### config.mk
export PLATFORM = sky130hd
export DESIGN_NAME = edge_interval_timer
export DESIGN_NICKNAME = d
export VERILOG_FILES = /design/src/rtl/edge_timer_pkg.sv /design/src/rtl/et_timebase.sv /design/src/rtl/et_input_cond.sv /design/src/rtl/et_capture_ctrl.sv /design/src/rtl/edge_interval_timer.sv
export SDC_FILE = /design/constraint.sdc
export NUM_CORES = 1
export LEC_CHECK = 0
export ABC_AREA = 1
export CAP_MARGIN = 20
export CORE_MARGIN = 5
export CORE_UTILIZATION = 53
export DETAILED_ROUTE_END_ITERATION = 10
export DONT_BUFFER_PORTS = 1
export PLACE_DENSITY = 0.68
export SYNTH_ARGS = -nofsm -noshare
export SYNTH_HDL_FRONTEND = slang
export SYNTH_HIERARCHICAL = 1
export SYNTH_SLANG_ARGS = --single-unit
export TNS_END_PERCENT = 20
### constraint.sdc
create_clock -name clk_i -period 2.7 [get_ports clk_i]
set_input_delay 0.81 -clock clk_i [delete_from_list [all_inputs] [get_ports clk_i]]
set_output_delay 0.81 -clock clk_i [all_outputs]
set_load 0.01 [all_outputs]
### src/rtl/edge_timer_pkg.sv
package edge_timer_pkg;
  typedef enum logic [1:0] {
    EDGE_NONE = 2'b00,
    EDGE_RISE = 2'b01,
    EDGE_FALL = 2'b10,
    EDGE_BOTH = 2'b11
  } edge_sel_e;

  function automatic logic edge_hit(input edge_sel_e sel, input logic rise, input logic fall);
    return (sel[0] & rise) | (sel[1] & fall);
  endfunction
endpackage

### src/rtl/et_timebase.sv
module et_timebase #(
  parameter int CNT_W = 16,
  parameter int PS_W  = 3
) (
  input  logic             clk_i,
  input  logic             rst_ni,
  input  logic             run_i,
  input  logic [PS_W-1:0]  ps_i,
  output logic [CNT_W-1:0] count_o,
  output logic             wrap_o
);
  localparam int DIV_W = (1 << PS_W) - 1;
  localparam logic [DIV_W-1:0] DIV_ONE = DIV_W'(1);

  logic [DIV_W-1:0] div_q;
  logic [DIV_W:0]   one_hot;
  logic [DIV_W-1:0] mask;
  logic [CNT_W-1:0] cnt_q;
  logic             tick;

  always_comb begin
    one_hot = {{DIV_W{1'b0}}, 1'b1} << ps_i;
    mask    = one_hot[DIV_W-1:0] - DIV_ONE;  // ps at max wraps to all ones
    tick    = run_i && ((div_q & mask) == mask);
  end

  always_ff @(posedge clk_i or negedge rst_ni) begin
    if (!rst_ni) begin
      div_q <= '0;
      cnt_q <= '0;
    end else if (run_i) begin
      div_q <= div_q + DIV_ONE;
      if (tick) cnt_q <= cnt_q + CNT_W'(1);
    end
  end

  assign count_o = cnt_q;
  assign wrap_o  = tick && (cnt_q == '1);
endmodule

### src/rtl/et_input_cond.sv
module et_input_cond #(
  parameter int FILT_W = 4
) (
  input  logic              clk_i,
  input  logic              rst_ni,
  input  logic              in_i,
  input  logic [FILT_W-1:0] filt_len_i,
  output logic              rise_o,
  output logic              fall_o
);
  logic [1:0]        sync_q;
  logic              filt_q;
  logic              prev_q;
  logic [FILT_W-1:0] run_q;

  always_ff @(posedge clk_i or negedge rst_ni) begin
    if (!rst_ni) begin
      sync_q <= '0;
      filt_q <= 1'b0;
      prev_q <= 1'b0;
      run_q  <= '0;
    end else begin
      sync_q <= {sync_q[0], in_i};
      prev_q <= filt_q;
      if (filt_len_i == '0) begin
        filt_q <= sync_q[1];
        run_q  <= '0;
      end else if (sync_q[1] == filt_q) begin
        run_q <= '0;
      end else if (run_q == filt_len_i - FILT_W'(1)) begin
        filt_q <= sync_q[1];
        run_q  <= '0;
      end else begin
        run_q <= run_q + FILT_W'(1);
      end
    end
  end

  assign rise_o = filt_q & ~prev_q;
  assign fall_o = ~filt_q & prev_q;
endmodule

### src/rtl/et_capture_ctrl.sv
module et_capture_ctrl
  import edge_timer_pkg::*;
#(
  parameter int CNT_W = 16
) (
  input  logic             clk_i,
  input  logic             rst_ni,
  input  logic [CNT_W-1:0] count_i,
  input  logic             wrap_i,
  input  logic [1:0]       rise_i,
  input  logic [1:0]       fall_i,
  input  logic [1:0]       sel0_i,
  input  logic [1:0]       sel1_i,
  input  logic             pair_en_i,
  input  logic             one_shot_i,
  input  logic             arm_set_i,
  input  logic [2:0]       flag_clr_i,
  input  logic [1:0]       ch_ie_i,
  input  logic             ovf_ie_i,
  output logic [CNT_W-1:0] cap0_o,
  output logic [CNT_W-1:0] cap1_o,
  output logic [1:0]       ch_flag_o,
  output logic             ovf_flag_o,
  output logic             armed_o,
  output logic             irq_o
);
  logic [CNT_W-1:0] cap0_q, cap1_q;
  logic [1:0]       flag_q;
  logic             ovf_q, armed_q, second_q;
  logic             hit0, hit1_own, hit1_pair, stb0, stb1;

  always_comb begin
    hit0      = edge_hit(edge_sel_e'(sel0_i), rise_i[0], fall_i[0]);
    hit1_own  = edge_hit(edge_sel_e'(sel1_i), rise_i[1], fall_i[1]);
    hit1_pair = edge_hit(edge_sel_e'(sel1_i), rise_i[0], fall_i[0]);
    if (pair_en_i) begin
      stb0 = armed_q && !second_q && hit0;
      stb1 = armed_q &&  second_q && hit1_pair;
    end else begin
      stb0 = hit0;
      stb1 = hit1_own;
    end
  end

  always_ff @(posedge clk_i or negedge rst_ni) begin
    if (!rst_ni) begin
      cap0_q   <= '0;
      cap1_q   <= '0;
      flag_q   <= '0;
      ovf_q    <= 1'b0;
      armed_q  <= 1'b0;
      second_q <= 1'b0;
    end else begin
      if (stb0) cap0_q <= count_i;
      if (stb1) cap1_q <= count_i;
      // set wins over a same-cycle clear
      flag_q <= (flag_q & ~flag_clr_i[1:0]) | {stb1, stb0};
      ovf_q  <= (ovf_q & ~flag_clr_i[2]) | wrap_i;
      if (arm_set_i) begin
        armed_q  <= 1'b1;
        second_q <= 1'b0;
      end else if (pair_en_i) begin
        if (stb0) second_q <= 1'b1;
        else if (stb1) begin
          second_q <= 1'b0;
          if (one_shot_i) armed_q <= 1'b0;
        end
      end
    end
  end

  assign cap0_o     = cap0_q;
  assign cap1_o     = cap1_q;
  assign ch_flag_o  = flag_q;
  assign ovf_flag_o = ovf_q;
  assign armed_o    = armed_q;
  assign irq_o      = (|(flag_q & ch_ie_i)) | (ovf_q & ovf_ie_i);
endmodule

### src/rtl/edge_interval_timer.sv
module edge_interval_timer #(
  parameter int CNT_W  = 16,
  parameter int PS_W   = 3,
  parameter int FILT_W = 4
) (
  input  logic              clk_i,
  input  logic              rst_ni,
  input  logic [1:0]        clk_sel_i,
  input  logic [PS_W-1:0]   prescale_i,
  input  logic [FILT_W-1:0] filt_len_i,
  input  logic              pair_en_i,
  input  logic              one_shot_i,
  input  logic              arm_set_i,
  input  logic [1:0]        edge_sel0_i,
  input  logic [1:0]        edge_sel1_i,
  input  logic [1:0]        cap_in_i,
  input  logic [1:0]        ch_ie_i,
  input  logic              ovf_ie_i,
  input  logic [2:0]        flag_clr_i,
  output logic [CNT_W-1:0]  count_o,
  output logic [CNT_W-1:0]  cap0_o,
  output logic [CNT_W-1:0]  cap1_o,
  output logic [1:0]        ch_flag_o,
  output logic              ovf_flag_o,
  output logic              armed_o,
  output logic              irq_o
);
  localparam int N_CH = 2;

  logic [CNT_W-1:0] count;
  logic             wrap;
  logic [N_CH-1:0]  rise, fall;

  et_timebase #(.CNT_W(CNT_W), .PS_W(PS_W)) u_timebase (
    .clk_i   (clk_i),
    .rst_ni  (rst_ni),
    .run_i   (clk_sel_i != 2'b00),
    .ps_i    (prescale_i),
    .count_o (count),
    .wrap_o  (wrap)
  );

  for (genvar c = 0; c < N_CH; c++) begin : g_in
    et_input_cond #(.FILT_W(FILT_W)) u_cond (
      .clk_i      (clk_i),
      .rst_ni     (rst_ni),
      .in_i       (cap_in_i[c]),
      .filt_len_i (filt_len_i),
      .rise_o     (rise[c]),
      .fall_o     (fall[c])
    );
  end

  et_capture_ctrl #(.CNT_W(CNT_W)) u_ctrl (
    .clk_i      (clk_i),
    .rst_ni     (rst_ni),
    .count_i    (count),
    .wrap_i     (wrap),
    .rise_i     (rise),
    .fall_i     (fall),
    .sel0_i     (edge_sel0_i),
    .sel1_i     (edge_sel1_i),
    .pair_en_i  (pair_en_i),
    .one_shot_i (one_shot_i),
    .arm_set_i  (arm_set_i),
    .flag_clr_i (flag_clr_i),
    .ch_ie_i    (ch_ie_i),
    .ovf_ie_i   (ovf_ie_i),
    .cap0_o     (cap0_o),
    .cap1_o     (cap1_o),
    .ch_flag_o  (ch_flag_o),
    .ovf_flag_o (ovf_flag_o),
    .armed_o    (armed_o),
    .irq_o      (irq_o)
  );

  assign count_o = count;
endmodule

==> summary.txt, run 1 <==
Run status
  – Status: finished, final reports clean

Synth
  – Syn. warnings: 6
  – Yosys reg bits: 76
  – Area share of the largest cell type after synthesis: 48.8%
  – Largest area contributor in the netlist: dfrtp_1
  – Post-synth cell types: 26
  – Avg Cell Area, Syn: 8.01 µm²
  – Main synth FF type: dfrtp_1
  – Post-synth EDFFs: 0
  – Mapped Area: 3890 µm²
  – Ys async rst share: 100%
  – Syn nets: 518
  – Synth area leaders: dfrtp_1 49%, nand2_1 18%, nand3_1 6.4%, inv_1 4.0%, xor2_1 3.8%
  – Synth Instances: 486
  – Post-synthesis sequential area ratio: 48.8%

Timing
  – Final hold vios: 0
  – Worst Skew: 10.5 ps
  – Worst Tran Pin Value: 536 ps
  – Max-slew headroom: 64.1%
  – Final Setup Violations: 0
  – Setup TNS: 0 ps
  – Period minus WS final: 1860 ps
  – Final Max Tran Viols: 0
  – Period utilisation layout: 68.7%
  – RSZ-0062 raised after global routing: false
  – Fmax: 0.539 GHz

Clocking
  – CTS Root Cell: clkbuf_8
  – CTS Sinks: 76
  – Clock-pin slew on the worst setup and hold paths: 80 ps
  – Cts bufs inserted: 9
  – Later-pin clock latency in the skew report: 350 ps
  – Setup bufs post-CTS: 0
  – Post-CTS sizing: 0
  – H-tree Lvls: 3
  – Max clock buf depth: 2
  – CTS tree: done
  – Hold buffer count at CTS: 0

Cells and area
  – Layout cell share with drive strength beyond 1: 11.2%
  – Most frequent cells in the layout: 186 x nand2_1, 76 x dfrtp_1, 50 x nand3_1
  – Non-Filler Instances: 592
  – Fin nets: 520
  – Final instance area: 4200 µm²
  – Final Util: 58.2%
  – Diodes inserted: 0
  – Area delta synth->final: 7.78%
  – Most common cell after layout, fill and taps aside: nand2_1

Global routing
  – Initial antenna violation count: 0
  – Vias in the first global route: 2942
  – First-pass GRT wire length: 14.6 mm
  – Largest net degree at the start of global routing: 77
  – Global-route usage over all layers: 20.7%
  – Total congestion overflow: 0

Setup path
  – CP arrival: 1050 ps
  – CP required: 1890 ps
  – Reg2reg path depth: 8
  – Critical path class: flip-flop to primary output
  – Startpoint types: flip-flop
  – Crit-path max FO: 3
  – CP Capture Type: primary output

Detailed routing
  – WL/cell: 14.9 µm
  – Routed via count: 3072
  – Drt pass-1 iters: 4
  – Post-route ant nets: 0
  – Drt drc: 0
  – Final wirelength: 8.83 mm
  – DR iter-0 viols: 206
  – Post-DR vias/cell: 5.19

Min path
  – HP Class: input port to asynchronous set/reset pin

Placement
  – Placed cell count: 576
  – DP Area: 3930 µm²
  – Final GP Congestion: 0.906
  – Detailed Place HPWL: 6.35 mm
  – # port buffers: 0

Die
  – I/O pin cnt: 79
  – Die width: 95.7 µm
  – Cell Rows: 31
  – Starting Density: 54.0%
  – Die area: 9160 µm²
  – Core area: 7210 µm²
  – Die Span Y: 95.7 µm

Pwr
  – Final Power: 3.80 mW
  – Power density cells: 905 nW/µm²
  – Leakage power: 2.18 nW
  – VDD IR max: 0.505 mV

Flow run
  – Max Cap Violations: 0
[routing by layer]
metal  global-route usage (%)  wire length, µm  up-vias
li1                         -                -     1524
met1                     26.7             3810     1452
met2                     32.9             4170       91
met3                     8.21              800        5
met4                     4.50               55        0
met5                        0                0        -
[flip-flops by register name, indices dropped and copies added, names as in the netlist]
name	flops
g_in.u_cond/prev_q	2
g_in.u_cond/sync_q	4
u_ctrl/ovf_flag_o	1
u_ctrl/armed_o	1
u_timebase/count_o	16
u_ctrl/cap0_o	16
u_ctrl/cap1_o	16
g_in.u_cond/run_q	8
u_ctrl/ch_flag_o	2
u_ctrl/second_q	1
u_timebase/div_q	7
g_in.u_cond/filt_q	2
[worst paths after layout]
check                                    startpoint  slack (ps)                  endpoint
setup reg to reg              g_in[0].u_cond/filt_q         910          u_ctrl/cap1_o[4]
hold / removal                               rst_ni         150          u_ctrl/cap0_o[8]
max in group asynchronous                    rst_ni        2420         u_ctrl/ovf_flag_o
min in group clk_i         g_in[0].u_cond/sync_q[0]         360  g_in[0].u_cond/sync_q[1]
hold reg to reg            g_in[0].u_cond/sync_q[0]         360  g_in[0].u_cond/sync_q[1]
setup / recovery                  u_ctrl/ovf_flag_o         840                     irq_o
[cells by family (layout without fill, tap and decap cells)]
group,Yosys count,in the layout,synth area share [%]
fa+ha+maj,6,6,1.93
simple gates,307,307,34.9
buf+inv,61,68,7.33
compound gates,14,14,2.02
flops,76,76,48.8
xor+xnor,22,22,4.95
[synth_stat cells, drive strengths merged (2+ instances only)]
library cell and n:
and2 2, buf 9, dfrtp 76, ha 6, inv 52, nand2 200, nand3 59, nand4 6
nor2 37, nor3 3, o21ai 11, xnor2 5, xor2 17
[stage by stage]
| step | hold slack, ps | setup slack [ps] |
|---|---|---|
| 6_report | 154 | 844 |
| 5_1_grt | 128 | 716 |
| 4_1_cts | 134 | 833 |
| 3_5_place_dp | 350 | 658 |
| 3_3_place_gp | 333 | 656 |
| 2_1_floorplan | 331 | 919 |
[area by class of cell]
class | count | area (µm²)
Multi-Input combinational cell | 349 | 1710
Sequential cell | 76 | 1900
Clock inverter | 6 | 136
Tap cell | 99 | 124
Clock buffer | 10 | 128
Fill cell | 658 | 3020
Inverter | 52 | 200
[critical path: stages, from the launching register on]
cell and delay, ps:
dfrtp_1 480, nand2_1 80, nand3_1 140
[power by group]
group / total [mW] / internal (mW) / leakage (nW) / switching (mW)
Clock: 1.12 / 0.709 / 0.127 / 0.415
Sequential: 1.81 / 1.42 / 0.997 / 0.393
Combinational: 0.863 / 0.311 / 1.06 / 0.553
Power figures use the tool's default switching activity.
==> inputs of run 2 (changes only) <==
--- a/config.mk
+++ b/config.mk
@@ -5,7 +5,7 @@
 export SDC_FILE = /design/constraint.sdc
 export NUM_CORES = 1
 export LEC_CHECK = 0
-export ABC_AREA = 1
+export ABC_AREA = 0
 export CAP_MARGIN = 20
 export CORE_MARGIN = 5
 export CORE_UTILIZATION = 53
==> constraint.sdc (replaced) <==
create_clock -name clk_i -period 1.85 [get_ports clk_i]
set_input_delay 0.555 -clock clk_i [delete_from_list [all_inputs] [get_ports clk_i]]
set_output_delay 0.555 -clock clk_i [all_outputs]
set_load 0.01 [all_outputs]
==> run 2 against run 1 <==
Net effect:
- the run now ends with negative hold slack left
- largest power group unchanged
- sequential cell count stayed put
- critical path depth unchanged
- critical path type unchanged
- final cell count is 36% lower
- synthesized cell count fell by 44%
==> summary.txt, run 2 <==
Timing
  – Final Setup Violations: 0 (unchanged)
  – Period minus WS final: 1810 ps
  – Worst hold slack: -100 ps (was 154 ps)
  – Period utilisation layout: 98.1%
  – RSZ-0062 raised after global routing: true (was false)
  – Final hold vios: 76 (was 0)
  – Fmax: 0.551 GHz
  – Worst Skew: 8.90 ps (was 10.5 ps)
  – Setup TNS: 0 ps (unchanged)
  – Max-slew headroom: 75.1% (was 64.1%)
  – Worst Tran Pin Value: 373 ps (was 536 ps)
  – Final Max Tran Viols: 0 (unchanged)

Synth
  – Syn nets: 303 (was 518)
  – Area share of the largest cell type after synthesis: 55.0% (was 48.8%)
  – Mapped Area: 3460 µm² (was 3890 µm²)
  – Post-synthesis sequential area ratio: 55.0% (was 48.8%)
  – Synth Instances: 271 (was 486)
  – Post-synth top cells: 76 x dfrtp_1, 24 x mux2_2, 20 x xor2_1, 19 x xnor2_1 (was 186 x nand2_1, 76 x dfrtp_1, 50 x nand3_1, 42 x inv_1, 33 x nor2_1)
  – Post-synth cell types: 40 (was 26)
  – Syn. warnings: 6 (unchanged)
  – Post-synth EDFFs: 0 (unchanged)
  – Yosys reg bits: 76 (unchanged)
  – Main synth FF type: dfrtp_1 (unchanged)
  – Largest area contributor in the netlist: dfrtp_1 (unchanged)
  – Avg Cell Area, Syn: 12.8 µm² (was 8.01 µm²)
  – Synth area leaders: dfrtp_1 55%, mux2_2 7.8%, xor2_1 5.1%, xnor2_1 4.8%, mux2_4 3.9% (was dfrtp_1 49%, nand2_1 18%, nand3_1 6.4%, inv_1 4.0%, xor2_1 3.8%)
  – Most common cell in the netlist: dfrtp_1 (was nand2_1)
  – Ys async rst share: 100% (unchanged)

Global routing
  – Largest net degree at the start of global routing: 77 (unchanged)
  – Top Usage Layer GRT: met2 (unchanged)
  – First-pass GRT wire length: 11.1 mm (was 14.6 mm)
  – Met2 GRT Util: 24.8% (was 32.9%)
  – Met1 usage in global routing: 22.8% (was 26.7%)
  – GRT met3 Usage: 6.08% (was 8.21%)
  – Initial antenna violation count: 0 (unchanged)
  – Total congestion overflow: 0 (unchanged)
  – Global-route usage over all layers: 16.9% (was 20.7%)
  – Vias in the first global route: 2180 (was 2942)

Run status
  – Status: finished, violations left (was finished, final reports clean)
  – Failing checks: negative hold slack

Setup path
  – CP required: 1290 ps (was 1890 ps)
  – Critical path class: flip-flop to primary output (unchanged)
  – Startpoint types: flip-flop (unchanged)
  – CP Capture Type: primary output (unchanged)
  – Crit-path max FO: 3 (unchanged)
  – CP arrival: 1260 ps (was 1050 ps)

Detailed routing
  – Drt drc: 0 (unchanged)
  – WL/cell: 17.6 µm (was 14.9 µm)
  – Post-DR vias/cell: 5.44 (was 5.19)
  – Post-route ant nets: 0 (unchanged)
  – Routed via count: 2071 (was 3072)
  – Drt pass-1 iters: 6 (was 4)
  – Final wirelength: 6.69 mm (was 8.83 mm)
  – DR iter-0 viols: 114 (was 206)

Clocking
  – CTS tree: done (unchanged)
  – H-tree Lvls: 3 (unchanged)
  – Clock-pin slew on the worst setup and hold paths: 80 ps (about the same)
  – Later-pin clock latency in the skew report: 340 ps (was 350 ps)
  – CTS Root Cell: clkbuf_8 (unchanged)
  – CTS Sinks: 76 (unchanged)
  – Cts bufs inserted: 9 (unchanged)
  – Max clock buf depth: 2 (unchanged)

Cells and area
  – FF/Latch Area: 1900 µm² (about the same)
  – Layout cell share with drive strength beyond 1: 28.0% (was 11.2%)
  – Multi-input logic area: 1460 µm² (was 1710 µm²)
  – Most common cell after layout, fill and taps aside: dfrtp_1 (was nand2_1)
  – Fillers: 502 (was 658)
  – Area delta synth->final: 12.7% (was 7.78%)
  – Fin nets: 331 (was 520)
  – Final instance area: 3900 µm² (was 4200 µm²)
  – Diodes inserted: 0 (unchanged)
  – Most frequent cells in the layout: 75 x dfrtp_1, 24 x mux2_2, 20 x xor2_1 (was 186 x nand2_1, 76 x dfrtp_1, 50 x nand3_1)

Placement
  – Final GP Congestion: 0.722 (was 0.906)
  – Detailed Place HPWL: 4.71 mm (was 6.35 mm)
  – # port buffers: 0 (unchanged)
  – DP Area: 3690 µm² (was 3930 µm²)

Pwr
  – Power density cells: 1530 nW/µm² (was 905 nW/µm²)
  – VDD IR max: 0.950 mV (was 0.505 mV)
  – Leakage power: 1.77 nW (was 2.18 nW)

Die
  – Die area: 8240 µm² (was 9160 µm²)
  – Core area: 6350 µm² (was 7210 µm²)
  – Die Span Y: 90.8 µm (was 95.7 µm)
  – Die width: 90.8 µm (was 95.7 µm)
  – I/O pin cnt: 79 (unchanged)
  – Cell Rows: 29 (was 31)
  – Starting Density: 54.5% (was 54.0%)

Flow run
  – Max Cap Violations: 0 (unchanged)

Min path
  – HP Class: input port to asynchronous set/reset pin (unchanged)
## run 2: cell count changes after synthesis, moves of 8 or more
cell,previous run,this run
o21ai_0,10,1
nand2_1,186,13
xnor2_1,5,19
nand3_2,9,1
mux2_4,0,9
mux2_2,0,24
nand3_1,50,7
inv_1,42,16
nor2_1,33,16
nand2_2,11,0
inv_2,9,0
## run 2: path summary, 6_finish.rpt
| check | from | endpoint | slack, ps | cells after the start |
|---|---|---|---|---|
| worst max-delay path | u_ctrl/ch_flag_o[0] | irq_o | 40 | 2 |
| worst min-delay path | rst_ni | u_timebase/div_q[1] | -100 | 0 |
| worst max register to register | u_timebase/div_q[0] | u_timebase/count_o[8] | 130 | 5 |
| worst min register to register | g_in[1].u_cond/sync_q[0] | g_in[1].u_cond/sync_q[1] | 360 | 0 |
| max in group asynchronous | rst_ni | u_ctrl/ch_flag_o[0] | 1840 | 0 |
| min in group clk_i | cap_in_i[0] | g_in[0].u_cond/sync_q[0] | 230 | 0 |
## run 2: cell families (layout without fill, tap and decap cells)
group	Yosys count	after routing	synth area share (%)
flip-flops	76	76	55.0
AND/OR/NAND/NOR	72	72	11.9
XOR/XNOR	39	39	9.88
multiplexers	36	36	12.7
AO/OA/AOI/OAI	22	22	5.28
buffers and inverters	20	53	3.11
adder cells (fa/ha/maj)	6	6	2.17
## run 2: where the power goes
group,switching [mW],internal (mW)
clock network,0.608,0.657
registers,0.701,2.26
logic,0.748,0.976
## run 2: through the flow
step                      utilization, %  hold WS [ps]  std cells  total power [mW]  setup WS (ps)
after floorplan                        -           259        271              4.20           74.4
after global placement              58.1           261        365              4.68           53.4
after detailed placement            58.1           261        365              4.74          -17.7
after CTS                           61.3          -123        381              6.03           18.9
after global routing                61.4          -130        381              6.35          -50.5
final                               61.4          -100        381              5.95           35.0
## run 2: what timing repair did
action                                 4_1_cts  5_1_grt
setup buffers                                0        0
resized for setup                            1        1
setup endpoints to repair                    1        3
endpoints found under the hold margin       76       76
## run 2: critical path: stages, from the launching register on
cell and delay (ps):
dfrtp_2 460, a222oi_1 330, inv_1 130
## run 2: area by class of cell
class,count,share of cell area (%)
sequential,76,48.8
multi-input combinational,175,37.3
timing repair buffer,21,4.69
clock buffer,10,3.53
tap,77,2.47
clock inverter,6,1.64
inverter,16,1.54
## run 2: routing by layer
layer	vias up	wire, µm
met3	5	432
met2	51	3100
met5	-	0
met4	0	73
met1	1028	3080
li1	987	-
